<file path="src/rtl/uart_rxs_pkg.sv">
package uart_rxs_pkg;

    localparam int DW       = 8;
    localparam int OFS_DATA = 0;
    localparam int OFS_STAT = 4;

    typedef struct packed {
        logic brk;
        logic par;
        logic frm;
    } rxs_flags_t;

    typedef struct packed {
        rxs_flags_t     flags;
        logic [DW-1:0]  data;
    } rxs_entry_t;

    typedef struct packed {
        logic       ovr;
        rxs_flags_t flags;
    } rxs_status_t;

    typedef enum logic [1:0] {
        REG_DATA,
        REG_STAT,
        REG_NONE
    } rxs_reg_e;

    // Expected parity bit for the received character.
    function automatic logic expected_parity(input logic [DW-1:0] d,
                                             input logic even,
                                             input logic stick);
        logic b;
        if (stick)
            b = ~even;
        else if (even)
            b = ^d;
        else
            b = ~(^d);
        return b;
    endfunction

    // Parity-error / address flag stored with a character.
    function automatic logic parity_flag(input logic [DW-1:0] d,
                                         input logic extra,
                                         input logic nine,
                                         input logic pen,
                                         input logic even,
                                         input logic stick);
        logic f;
        if (nine)
            f = extra;
        else if (!pen)
            f = 1'b0;
        else
            f = extra ^ expected_parity(d, even, stick);
        return f;
    endfunction

endpackage

</file>
<file path="src/rtl/rxs_flag_gen.sv">
module rxs_flag_gen
    import uart_rxs_pkg::*;
(
    input  logic [DW-1:0] data,
    input  logic          extra,
    input  logic          frame_err,
    input  logic          brk,
    input  logic          nine_bit,
    input  logic          par_en,
    input  logic          par_even,
    input  logic          par_stick,
    output rxs_entry_t    entry
);

    always_comb begin
        entry.data      = data;
        entry.flags.frm = frame_err;
        entry.flags.brk = brk;
        entry.flags.par = parity_flag(data, extra, nine_bit, par_en,
                                      par_even, par_stick);
    end

endmodule

</file>
<file path="src/rtl/rxs_fifo.sv">
module rxs_fifo
    import uart_rxs_pkg::*;
#(
    parameter int DEPTH = 16,
    localparam int CNT_W = $clog2(DEPTH + 1)
) (
    input  logic             clk,
    input  logic             rst,
    input  logic             single_mode,
    input  logic             push_req,
    input  logic             pop_req,
    input  rxs_entry_t       din,
    output rxs_entry_t       head,
    output logic             empty,
    output logic             full,
    output logic             overflow,
    output logic [CNT_W-1:0] count
);

    localparam int PTR_W = (DEPTH > 1) ? $clog2(DEPTH) : 1;

    rxs_entry_t       slot [DEPTH];
    logic [PTR_W-1:0] wr_ptr;
    logic [PTR_W-1:0] rd_ptr;
    logic             pop_ok;
    logic             push_ok;

    function automatic logic [PTR_W-1:0] ptr_next(input logic [PTR_W-1:0] p);
        logic [PTR_W-1:0] n;
        if (p == PTR_W'(DEPTH - 1))
            n = '0;
        else
            n = p + 1'b1;
        return n;
    endfunction

    assign empty    = (count == '0);
    assign full     = single_mode ? !empty : (count == CNT_W'(DEPTH));
    assign pop_ok   = pop_req && !empty;
    assign push_ok  = push_req && (!full || pop_ok);
    assign overflow = push_req && full && !pop_ok;
    assign head     = slot[rd_ptr];

    always_ff @(posedge clk) begin
        if (push_ok)
            slot[wr_ptr] <= din;
    end

    always_ff @(posedge clk) begin
        if (rst) begin
            wr_ptr <= '0;
            rd_ptr <= '0;
            count  <= '0;
        end else begin
            if (push_ok)
                wr_ptr <= ptr_next(wr_ptr);
            if (pop_ok)
                rd_ptr <= ptr_next(rd_ptr);
            unique case ({push_ok, pop_ok})
                2'b10:   count <= count + 1'b1;
                2'b01:   count <= count - 1'b1;
                default: count <= count;
            endcase
        end
    end

endmodule

</file>
<file path="src/rtl/rxs_status_reg.sv">
module rxs_status_reg
    import uart_rxs_pkg::*;
(
    input  logic        clk,
    input  logic        rst,
    input  logic        snap_en,
    input  rxs_flags_t  snap_flags,
    input  logic        clr,
    input  logic        ovr_set,
    output rxs_status_t status
);

    always_ff @(posedge clk) begin
        if (rst) begin
            status <= '0;
        end else begin
            if (clr)
                status.flags <= '0;
            else if (snap_en)
                status.flags <= snap_flags;

            if (ovr_set)
                status.ovr <= 1'b1;
            else if (clr)
                status.ovr <= 1'b0;
        end
    end

endmodule

</file>
<file path="src/rtl/uart_rx_status.sv">
module uart_rx_status
    import uart_rxs_pkg::*;
#(
    parameter int DEPTH  = 16,
    parameter int ADDR_W = 4
) (
    input  logic              clk,
    input  logic              rst,
    input  logic              cfg_fifo_en,
    input  logic              cfg_nine_bit,
    input  logic              cfg_par_en,
    input  logic              cfg_par_even,
    input  logic              cfg_par_stick,
    input  logic              rx_valid,
    input  logic [DW-1:0]     rx_data,
    input  logic              rx_extra,
    input  logic              rx_frame_err,
    input  logic              rx_break,
    input  logic [ADDR_W-1:0] reg_addr,
    input  logic              reg_rd_en,
    input  logic              reg_wr_en,
    input  logic [31:0]       reg_wdata,
    output logic [31:0]       reg_rdata
);

    localparam int CNT_W = $clog2(DEPTH + 1);

    rxs_entry_t       in_entry;
    rxs_entry_t       head;
    rxs_flags_t       head_flags;
    rxs_status_t      status_q;
    rxs_reg_e         sel;
    logic             fifo_empty;
    logic             fifo_full;
    logic             fifo_ovf;
    logic [CNT_W-1:0] fifo_count;
    logic             pop;
    logic             err_clr;
    logic             wdata_unused;

    function automatic rxs_reg_e decode(input logic [ADDR_W-1:0] a);
        rxs_reg_e r;
        if (a == ADDR_W'(OFS_DATA))
            r = REG_DATA;
        else if (a == ADDR_W'(OFS_STAT))
            r = REG_STAT;
        else
            r = REG_NONE;
        return r;
    endfunction

    assign wdata_unused = ^reg_wdata;
    assign sel          = decode(reg_addr);
    assign pop          = reg_rd_en && (sel == REG_DATA) && !fifo_empty;
    assign err_clr      = reg_wr_en && (sel == REG_STAT);
    assign head_flags   = head.flags;

    rxs_flag_gen u_flag_gen (
        .data      (rx_data),
        .extra     (rx_extra),
        .frame_err (rx_frame_err),
        .brk       (rx_break),
        .nine_bit  (cfg_nine_bit),
        .par_en    (cfg_par_en),
        .par_even  (cfg_par_even),
        .par_stick (cfg_par_stick),
        .entry     (in_entry)
    );

    rxs_fifo #(.DEPTH(DEPTH)) u_fifo (
        .clk         (clk),
        .rst         (rst),
        .single_mode (!cfg_fifo_en),
        .push_req    (rx_valid),
        .pop_req     (pop),
        .din         (in_entry),
        .head        (head),
        .empty       (fifo_empty),
        .full        (fifo_full),
        .overflow    (fifo_ovf),
        .count       (fifo_count)
    );

    rxs_status_reg u_status (
        .clk        (clk),
        .rst        (rst),
        .snap_en    (pop),
        .snap_flags (head.flags),
        .clr        (err_clr),
        .ovr_set    (fifo_ovf),
        .status     (status_q)
    );

    always_comb begin
        reg_rdata = '0;
        unique case (sel)
            REG_DATA: begin
                reg_rdata[11] = status_q.ovr;
                if (!fifo_empty)
                    reg_rdata[10:0] = {head.flags, head.data};
            end
            REG_STAT: reg_rdata[3:0] = status_q;
            default:  reg_rdata = '0;
        endcase
    end

endmodule

</file>
<file path="config.mk">
export PLATFORM = sky130hd
export DESIGN_NAME = uart_rx_status
export DESIGN_NICKNAME = d
export VERILOG_FILES = /design/src/rtl/uart_rxs_pkg.sv /design/src/rtl/rxs_flag_gen.sv /design/src/rtl/rxs_fifo.sv /design/src/rtl/rxs_status_reg.sv /design/src/rtl/uart_rx_status.sv
export SDC_FILE = /design/constraint.sdc
export NUM_CORES = 1
export LEC_CHECK = 0
export BUFFER_PORTS_ARGS = -buffer_cell sky130_fd_sc_hd__buf_2
export CAP_MARGIN = 20
export CORE_ASPECT_RATIO = 1.2
export CORE_MARGIN = 3
export CORE_UTILIZATION = 53
export DETAILED_ROUTE_END_ITERATION = 6
export PLACE_DENSITY = 0.73
export SYNTH_ARGS = -nofsm -noshare
export SYNTH_HDL_FRONTEND = slang
export SYNTH_SLANG_ARGS = --single-unit
export TNS_END_PERCENT = 50
</file>
<file path="constraint.sdc">
create_clock -name clk -period 3 [get_ports clk]
set_input_delay 0.6 -clock clk [delete_from_list [all_inputs] [get_ports clk]]
set_output_delay 0.6 -clock clk [all_outputs]
set_load 0.01 [all_outputs]
</file>
==> metrics.md, run 1 <==
| Metric | Value |
|---|---|
| Final GP Congestion | `0.781` |
| Clock root buffer master | `clkbuf_16` |
| Clock-pin slew on the worst setup and hold paths | `70 ps` |
| Result of the run | `complete, but fails checks` |
| Antenna violations before repair | `0` |
| R2R Path End | `u_fifo.count[4]` |
| Drt drc | `0` |
| Min-delay src | `rx_valid` |
| Critical path startpoint category | `register` |
| Gr ovfl total | `0` |
| Worst-case clock skew | `9.65 ps` |
| First-pass GRT wire length | `~26000 um` |
| GRT Total Usage | `about a fifth` |
| Vias in the first global route | `4380` |
| Ranking of synthesized cells by area | `edfxtp_1 (65%), mux4_2 (11%), dfxtp_1 (5.1%)` |
| Via count | `between 4000 and 5000` |
| Number of I/O pins | `between 80 and 90` |
| Most instantiated cells after synthesis | `edfxtp_1 (176), mux4_2 (40), nand2_1 (22)` |
| Final setup vio count | `4` |
| MaxCap Viol Count | `0` |
| Largest net degree at the start of global routing | `29` |
| Rel. slew slack | `a little under half` |
| Vias per inst | `5.79` |
| Initial Util | `around 54%` |
| PD cells | `slightly below 600 nW/um^2` |
| Cell count after synthesis | `between 400 and 500` |
| Unrepaired setup endpoints after global routing | `yes` |
| Fin nets | `between 500 and 600` |
| Setup WS post-layout | `-74.5 ps` |
| Diodes inserted | `0` |
| Hold path cells | `3` |
| Top-count cell post-synth | `edfxtp_1` |
| Die height | `142 um` |
| Setup TNS | `-181 ps` |
| Top fanout value on the critical path | `4` |
| Mean Syn Cell Area | `18.1 sq um` |
| Top cell type's share of synthesized area | `64.6%` |
| Hold Path End | `u_status.status[3]` |
| Post-synthesis sequential area ratio | `between 60% and 70%` |
| Port bufs | `36` |
| Endpoints failing hold | `0` |
| Highest-delay cell along the critical path | `mux4_2` |
| Worst-case clock buffer depth | `2` |
| CTS tree | `yes` |
| Final min period | `approximately 3100 ps` |
| Worst skew pair latency | `approximately 430 ps` |
| Ys Warns | `0` |
| Most used cell, CP | `mux4_2` |
| Final Power | `between 5 and 6 mW` |
| Post-synth ARST share | `0%` |
| Post-synth EDFFs | `176` |
| Post-layout utilization of the core | `62.6%` |
| Worst flop-to-flop path startpoint | `u_fifo.count[1]` |
| Worst min path class | `in2reg` |
| CTS Buf Count | `17` |
| Initial drt markers | `405` |
| Die Wd | `approximately 120 um` |
| Critical Path, Cell by Cell | `buf_6 > buf_16 > mux4_2 > mux4_2 > a32o_1 > buf_2` |
| Final ANT Viol Nets | `0` |
| CTS Sinks | `~200` |
| TritonRoute pass-1 iters | `5` |
| Leak pwr | `roughly 3.2 nW` |
| CP max stage delay | `around 500 ps` |
| Routed length per instance | `22.1 um` |
| Area leader, netlist | `edfxtp_1` |
| R2r worst-path depth | `11` |
| Area Growth Syn to Fin | `15.4%` |
| Delay-heaviest family, CP | `multiplexers` |
| CP Data Required Time | `roughly 2400 ps` |
| CP arrival | `around 2500 ps` |
| Core Region | `approximately 15000 sq um` |
| Top_reg_cell synth | `edfxtp_1` |
| H-tree depth | `4` |
| Worst IR Drop VDD | `around 0.46 mV` |
| CP Class | `reg2out` |
| Netlist Area Pre-Place | `between 8000 and 9000 sq um` |
| Synthesis-stage register bit count | `between 150 and 200` |
| Worst-Margin Slew | `approximately 790 ps` |
| Fill cells | `about 1100` |
| FP Rows | `49` |
| Buf/Inv on CP | `3` |
| Total Wirelength | `about 17000 um` |
| Post-DP HPWL | `just over 10000 um` |
| Layout cell share with drive strength beyond 1 | `between 30% and 40%` |
| Final Max Tran Viols | `0` |
| Reg2Reg Setup Slack | `280 ps` |
| Die ar. | `approximately 17000 sq um` |
| Violations in the final reports | `setup timing` |
| Period utilisation layout | `102%` |
| Fmax | `around 0.33 GHz` |
| Unique masters post-synth | `45` |
| CP Capture Type | `output pin` |
[cells by family (layout without fill, tap and decap cells)]
| family | Yosys count | in the layout | share of synthesized area [%] |
|---|---|---|---|
| AOI/OAI and AO/OA | 50 | 50 | 4.21 |
| muxes | 55 | 55 | 14.4 |
| other | 1 | 20 | 0.0458 |
| buffers and inverters | 46 | 119 | 3.52 |
| xor gates and xnor gates | 15 | 15 | 1.61 |
| adders and majority gates | 9 | 9 | 1.38 |
| and+or+nand+nor | 78 | 78 | 5.09 |
| DFF | 197 | 197 | 69.7 |
[routing by layer]
layer	track usage, %	share of wire [%]	wire length [um]
met2	34.4	51	8450
met5	0	0	0
met1	27.7	42	6910
met4	6.63	2.0	325
met3	4.06	5.1	839
[worst reg2reg max path: cells and delay by family, from the launching register on]
kind / cells / cell delay [ps]
AOI/OAI and AO/OA: 2 / 470
xor gates and xnor gates: 1 / 150
adders and majority gates: 2 / 540
buffers and inverters: 2 / 220
DFF: 1 / 390
and+or+nand+nor: 4 / 840
[worst max-delay path by stage]
stage / start / to / slack, ps / depth (start not counted)
floorplan: reg_addr[2] / u_fifo.count[4] / 2 / 14
global placement: reg_addr[2] / u_fifo.count[4] / 190 / 12
detailed placement: reg_addr[2] / u_fifo.count[4] / 160 / 12
CTS: register / reg_rdata[2] / -120 / 6
global route: register / reg_rdata[3] / -130 / 5
finish: register / reg_rdata[2] / -70 / 6
[area by class of cell]
| cell class | instances | area, sq um | share of cell area [%] |
|---|---|---|---|
| Multi-Input combinational cell | 227 | 2270 | 24.0 |
| Sequential cell | 197 | 5710 | 60.5 |
| Clock inverter | 15 | 154 | 1.63 |
| Timing Repair Buffer | 80 | 599 | 6.35 |
| Tap cell | 204 | 255 | 2.70 |
| Clock buffer | 17 | 425 | 4.51 |
| Inverter | 7 | 26.3 | 0.278 |
[cell usage in the layout, fill, tap and decap left out, types with 3 or more instances in the layout]
cell type	n
clkinvlp_4	4
edfxtp_1	176
clkbuf_16	17
a32o_1	4
xnor2_1	9
buf_4	34
a211oi_2	4
o21ai_0	7
buf_6	5
mux2i_1	7
a21o_1	3
a211oi_1	4
inv_1	5
nor2_1	16
and3_1	5
conb_1	20
a22o_1	3
xor2_1	6
ha_1	8
and2_1	13
nor2b_1	6
buf_12	4
inv_6	3
a21oi_1	13
mux4_2	48
a22oi_1	6
nand3_1	3
nand2_1	22
dfxtp_1	20
buf_2	36
[stage by stage]
| step | area, sq um | setup WS (ps) | instances | hold WS (ps) |
|---|---|---|---|---|
| floorplan | 8270 | 2.43 | 470 | 443 |
| global placement | 8770 | 188 | 708 | 461 |
| detailed placement | 8770 | 157 | 708 | 466 |
| CTS | 9530 | -120 | 751 | 441 |
| global route | 9440 | -128 | 747 | 473 |
| finish | 9440 | -74.5 | 747 | 451 |
[what timing repair did]
item	4_1_cts	5_1_grt
pin swaps	4	5
hold buffers	0	0
endpoints found under the setup margin	4	11
gates resized for setup	18	4
setup buffers	8	0
gates cloned	3	0
[flip-flops by register name (all words and copies together) (netlist names), named ones only]
name and flops:
u_fifo.slot 176, u_fifo.count 5, u_status.status 4, u_fifo.rd_ptr 4
u_fifo.wr_ptr 4
[power breakdown]
part           internal, mW  switching (mW)  total [mW]
Combinational         0.130           0.198       0.328
Clock                  1.23           0.986        2.22
Sequential             3.04          0.0235        3.06
(Power assumes the default switching activity.)
==> run 2, diff against run 1 <==
REMOVE_ABC_BUFFERS = 1   (was not set)
clock period = 2.8 ns   (was 3 ns; I/O delays follow)
==> run 2 against run 1 <==
Net effect: the flow still finishes with violations (setup timing); setup slack got worse by 100 ps; register-to-register slack got worse by 110 ps; die area did not move; flip-flop and latch count did not move; global-route usage rose by 0.41 points; count of clock-buffer cells in the layout rose by 2; cell area rose by 2.7%; clock skew fell by 2.2 ps; power rose by 7.6%; sequential power rose by 7.2%.
==> metrics.md, run 2 (synthesis gave the netlist of run 1 again) <==
| Metric | Value |
|---|---|
| R2R Path End | `u_fifo.count[4]` |
| Highest-delay cell along the critical path | `mux4_2` |
| Antenna violations before repair | `0` |
| Fill cells | `around 1000` |
| Die ar. | `around 17000 sq um` |
| Reg2Reg Setup Slack | `170 ps` |
| H-tree depth | `4` |
| Most used cell, CP | `mux4_2` |
| Routed length per instance | `22.1 um` |
| Initial Util | `between 50% and 60%` |
| Rel. slew slack | `64.2%` |
| Layout cell share with drive strength beyond 1 | `35.1%` |
| Commonest cells after routing, fill and taps aside | `edfxtp_1 (176), buf_4 (52), mux4_2 (47)` |
| Period utilisation layout | `106%` |
| PD cells | `about 620 nW/um^2` |
| Via count | `4432` |
| Unrepaired setup endpoints after global routing | `yes` |
| Gr ovfl total | `0` |
| Critical path startpoint category | `register` |
| Final min period | `2980 ps` |
| First-pass GRT wire length | `26000 um` |
| Final ANT Viol Nets | `0` |
| GRT Total Usage | `around a fifth` |
| Final setup vio count | `9` |
| Hold path cells | `3` |
| Worst flop-to-flop path startpoint | `u_fifo.count[0]` |
| Diodes inserted | `0` |
| Worst-case clock buffer depth | `2` |
| Fin nets | `616` |
| Area Growth Syn to Fin | `18.5%` |
| Die Wd | `119 um` |
| Setup WS post-layout | `-179 ps` |
| Total Wirelength | `16800 um` |
| Top fanout value on the critical path | `8` |
| Drt drc | `0` |
| Post-DP HPWL | `10600 um` |
| Port bufs | `36` |
| CTS Sinks | `between 150 and 200` |
| Leak pwr | `between 3 and 4 nW` |
| Clock-pin slew on the worst setup and hold paths | `70 ps` |
| Min-delay src | `rx_valid` |
| CP Class | `reg2out` |
| Worst-case clock skew | `roughly 7.5 ps` |
| Clock root buffer master | `clkbuf_16` |
| Flip-flop count of the largest register after layout | `between 150 and 200` |
| Vias in the first global route | `around 4500` |
| R2r worst-path depth | `13` |
| Hold_ws | `between 400 and 500 ps` |
| Result of the run | `complete, but fails checks` |
| Final GP Congestion | `about 0.8` |
| TritonRoute pass-1 iters | `5` |
| Largest registers | `u_fifo.slot (176), u_fifo.count (5)` |
| CP arrival | `2420 ps` |
| Die height | `approximately 140 um` |
| Critical Path, Cell by Cell | `buf_12 > buf_6 > mux4_2 > mux4_2 > a32o_1 > buf_2` |
| CP Capture Type | `output pin` |
| Vias per inst | `just under 6` |
| Reg with most FFs | `u_fifo.slot` |
| Worst IR Drop VDD | `between 0.4 and 0.5 mV` |
| Initial drt markers | `383` |
| Fmax | `~0.34 GHz` |
| Final Max Tran Viols | `0` |
| FP Rows | `49` |
| Leading cell type in the layout, fill and taps excluded | `edfxtp_1` |
| CTS Buf Count | `17` |
| Worst-Margin Slew | `between 500 and 600 ps` |
| Final Power | `between 6 and 7 mW` |
| Core Region | `between 15000 and 20000 sq um` |
| Violations in the final reports | `setup timing` |
| Largest net degree at the start of global routing | `25` |
| CP max stage delay | `just under 500 ps` |
| Number of I/O pins | `89` |
| Worst skew pair latency | `approximately 430 ps` |
| CP Data Required Time | `around 2200 ps` |
| MaxCap Viol Count | `0` |
| CTS tree | `yes` |
| Hold Buf Count CTS | `0` |
| Endpoints failing hold | `0` |
| Hold Path End | `u_status.status[3]` |
| Worst min path class | `in2reg` |
[run 2: per-layer routing]
metal,wire length (um),vias to the layer above,track usage [%]
met5,0,-,0
met4,348,0,7.60
met3,1080,24,4.14
met2,8660,176,35.6
met1,6730,2278,27.5
li1,-,1954,-
[run 2: stage by stage]
stage / std cells / TNS [ps] / cell area, sq um / setup slack [ps] / util (%)
after global routing: 762 / -1690 / 9700 / -250 / 64.3
after floorplan: 431 / -9620 / 7990 / -1030 / -
final: 762 / -1000 / 9700 / -179 / 64.3
after global placement: 724 / 0 / 8840 / 6.00 / 58.6
after detailed placement: 724 / -19.1 / 8840 / -19.1 / 58.6
after CTS: 762 / -1310 / 9660 / -203 / 64.1
[run 2: worst max-delay path by stage]
stage	endpoint	slack, ps
2_1_floorplan	reg_rdata[0]	-1030
3_3_place_gp	u_fifo.count[4]	6
3_5_place_dp	u_fifo.count[4]	-20
4_1_cts	reg_rdata[2]	-200
5_1_grt	reg_rdata[1]	-250
6_report	reg_rdata[2]	-180
[run 2: worst max-delay path, delay by kind of cell (launching register included)]
family | cells | cell delay [ps]
buffers and inverters | 3 | 400
AOI/OAI and AO/OA | 1 | 230
muxes | 2 | 970
DFF | 1 | 390
[run 2: area by class of cell]
cell class / count / area [sq um] / share of cell area, %
clock buffer: 19 / 433 / 4.46
clock inverter: 8 / 129 / 1.33
inverter: 7 / 26.3 / 0.271
multi-input combinational: 227 / 2340 / 24.1
sequential: 197 / 5710 / 58.9
tap: 204 / 255 / 2.63
timing repair buffer: 100 / 807 / 8.32
[run 2: timing repair]
item	CTS	global route
endpoints found under the setup margin	11	13
pin swaps	16	6
resized for setup	33	7
hold endpoints to repair	0	0
buffers inserted	9	0
cloned	2	0
[run 2: power breakdown]
group | internal [mW] | total, mW | leakage (nW) | switching [mW]
Sequential | 3.26 | 3.28 | 1.76 | 0.0237
Combinational | 0.165 | 0.383 | 1.31 | 0.218
Clock | 1.38 | 2.37 | 0.271 | 0.989
==> run 3, diff against run 2 <==
BUFFER_PORTS_ARGS = not set   (was -buffer_cell sky130_fd_sc_hd__buf_2)
CORE_MARGIN = 2   (was 3)
CORE_UTILIZATION = 55   (was 53)
DONT_BUFFER_PORTS = 1   (was not set)
PLACE_DENSITY = 0.67   (was 0.73)
clock period = 3.5 ns   (was 2.8 ns; I/O delays follow)
==> run 3 against run 2 <==
Net effect: the flow now finishes without violations; non-clock buffer count decreased by 74; count of clock-buffer cells in the layout decreased by 1; combinational power decreased by 45%; largest cell class unchanged.
==> metrics.md, run 3 (synthesis gave the netlist of run 1 again) <==
| Metric | Value |
|---|---|
| Clock root buffer master | `clkbuf_16` |
| Gr ovfl total | `0` |
| CP max stage delay | `around 580 ps` |
| Highest-delay cell along the critical path | `mux4_1` |
| MaxCap Viol Count | `0` |
| Vias in the first global route | `3920` |
| Endpoints failing hold | `0` |
| Reg with most FFs | `u_fifo.slot` |
| Leak pwr | `2.96 nW` |
| Worst-case clock skew | `6.21 ps` |
| Port bufs | `0` |
| H-tree depth | `4` |
| R2r worst-path depth | `13` |
| CP arrival | `approximately 2600 ps` |
| Commonest cells after routing, fill and taps aside | `edfxtp_1 (176), mux4_2 (40), buf_4 (23)` |
| Leading cell type in the layout, fill and taps excluded | `edfxtp_1` |
| Delay-heaviest family, CP | `multiplexers` |
| CTS tree | `yes` |
| Worst-Margin Slew | `around 830 ps` |
| Setup TNS | `0 ps` |
| CTS Sinks | `around 200` |
| Top fanout value on the critical path | `16` |
| Antenna violations before repair | `0` |
| CP Class | `reg2out` |
| Final min period | `roughly 3300 ps` |
| Flip-flop count of the largest register after layout | `about 180` |
| Number of I/O pins | `between 80 and 90` |
| Period utilisation layout | `just over 90%` |
| Fmax | `around 0.31 GHz` |
| GRT Total Usage | `between 20% and 30%` |
| Final ANT Viol Nets | `0` |
| Routed length per instance | `23.2 um` |
| Final GP Congestion | `about 0.79` |
| Diodes inserted | `0` |
| Critical path depth | `4` |
| Hold Buf Count CTS | `0` |
| Post-layout utilization of the core | `between 60% and 70%` |
| Die Wd | `approximately 120 um` |
| Largest net degree at the start of global routing | `32` |
| Initial drt markers | `between 300 and 400` |
| Worst-case clock buffer depth | `2` |
| Final Max Tran Viols | `0` |
| FP Rows | `48` |
| Core Region | `14500 sq um` |
| Min-delay src | `rst` |
| CTS Buf Count | `17` |
| Worst min path class | `in2reg` |
| Post-Place Worst Slack | `roughly 350 ps` |
| Die ar. | `15900 sq um` |
| First-pass GRT wire length | `between 20000 and 25000 um` |
| Total Wirelength | `between 15000 and 20000 um` |
| Die height | `approximately 140 um` |
| Vias per inst | `~5.8` |
| TritonRoute pass-1 iters | `4` |
| Layout cell share with drive strength beyond 1 | `around a fifth` |
| Worst skew pair latency | `roughly 430 ps` |
| Worst IR Drop VDD | `between 0.3 and 0.4 mV` |
| Critical Path, Cell by Cell | `buf_12 > mux4_1 > mux4_2 > a32o_1` |
| Largest registers | `u_fifo.slot (176), u_fifo.count (5)` |
| Buf/Inv on CP | `1` |
| Post-DP HPWL | `roughly 9400 um` |
| Setup WS post-layout | `between 200 and 250 ps` |
| Clock-pin slew on the worst setup and hold paths | `70 ps` |
| Drt drc | `0` |
| Worst flop-to-flop path startpoint | `u_fifo.count[1]` |
| Final setup vio count | `0` |
| Hold path cells | `1` |
| Result of the run | `finished clean` |
| Critical path startpoint category | `register` |
| CP Capture Type | `output pin` |
| Via count | `roughly 4000` |
| Unrepaired setup endpoints after global routing | `no` |
| Area Growth Syn to Fin | `11.0%` |
| Fin nets | `around 540` |
| Initial Util | `between 50% and 60%` |
| PD cells | `534 nW/um^2` |
| Rel. slew slack | `about 45%` |
| CP Data Required Time | `2800 ps` |
==> run 3: final cells by class <==
| cell class | instances | area [sq um] |
|---|---|---|
| multi-input combinational | 227 | 2270 |
| sequential | 197 | 5710 |
| clock inverter | 14 | 184 |
| clock buffer | 18 | 429 |
| fill | 1017 | 5390 |
| tap | 200 | 250 |
| timing repair buffer | 26 | 224 |
| inverter | 7 | 26.3 |
==> run 3: per-stage QoR <==
stage	cell area (sq um)	hold WS, ps	total power [mW]	std cells
after global routing	9090	311	5.00	689
final	9090	338	4.85	689
after CTS	9080	312	4.88	689
after floorplan	7990	443	2.82	431
after global placement	8470	463	2.88	657
after detailed placement	8470	474	2.89	657
==> run 3: what timing repair did <==
item	in CTS	in global routing
endpoints found under the setup margin	0	2
resized for setup	0	1
hold endpoints to repair	0	0
buffers inserted	0	0
==> run 3: routing by layer <==
metal	track usage, %	up-vias	share of wire [%]
met2	36.8	102	55
met3	5.24	11	4.8
met4	8.03	0	1.3
li1	-	1812	-
met1	26.3	2082	39
met5	0	-	0
==> run 3: final timing paths <==
path	end	slack, ps
worst min-delay path	u_fifo.count[2]	340
worst max register to register	u_fifo.count[4]	480
worst max-delay path	reg_rdata[0]	250
worst min register to register	u_status.status[2]	490
==> run 3: report_power, final <==
part	switching (mW)	leakage, nW	total, mW	internal [mW]
Sequential	0.0201	1.76	2.63	2.61
Combinational	0.124	0.914	0.211	0.0875
Clock	0.819	0.290	2.01	1.19
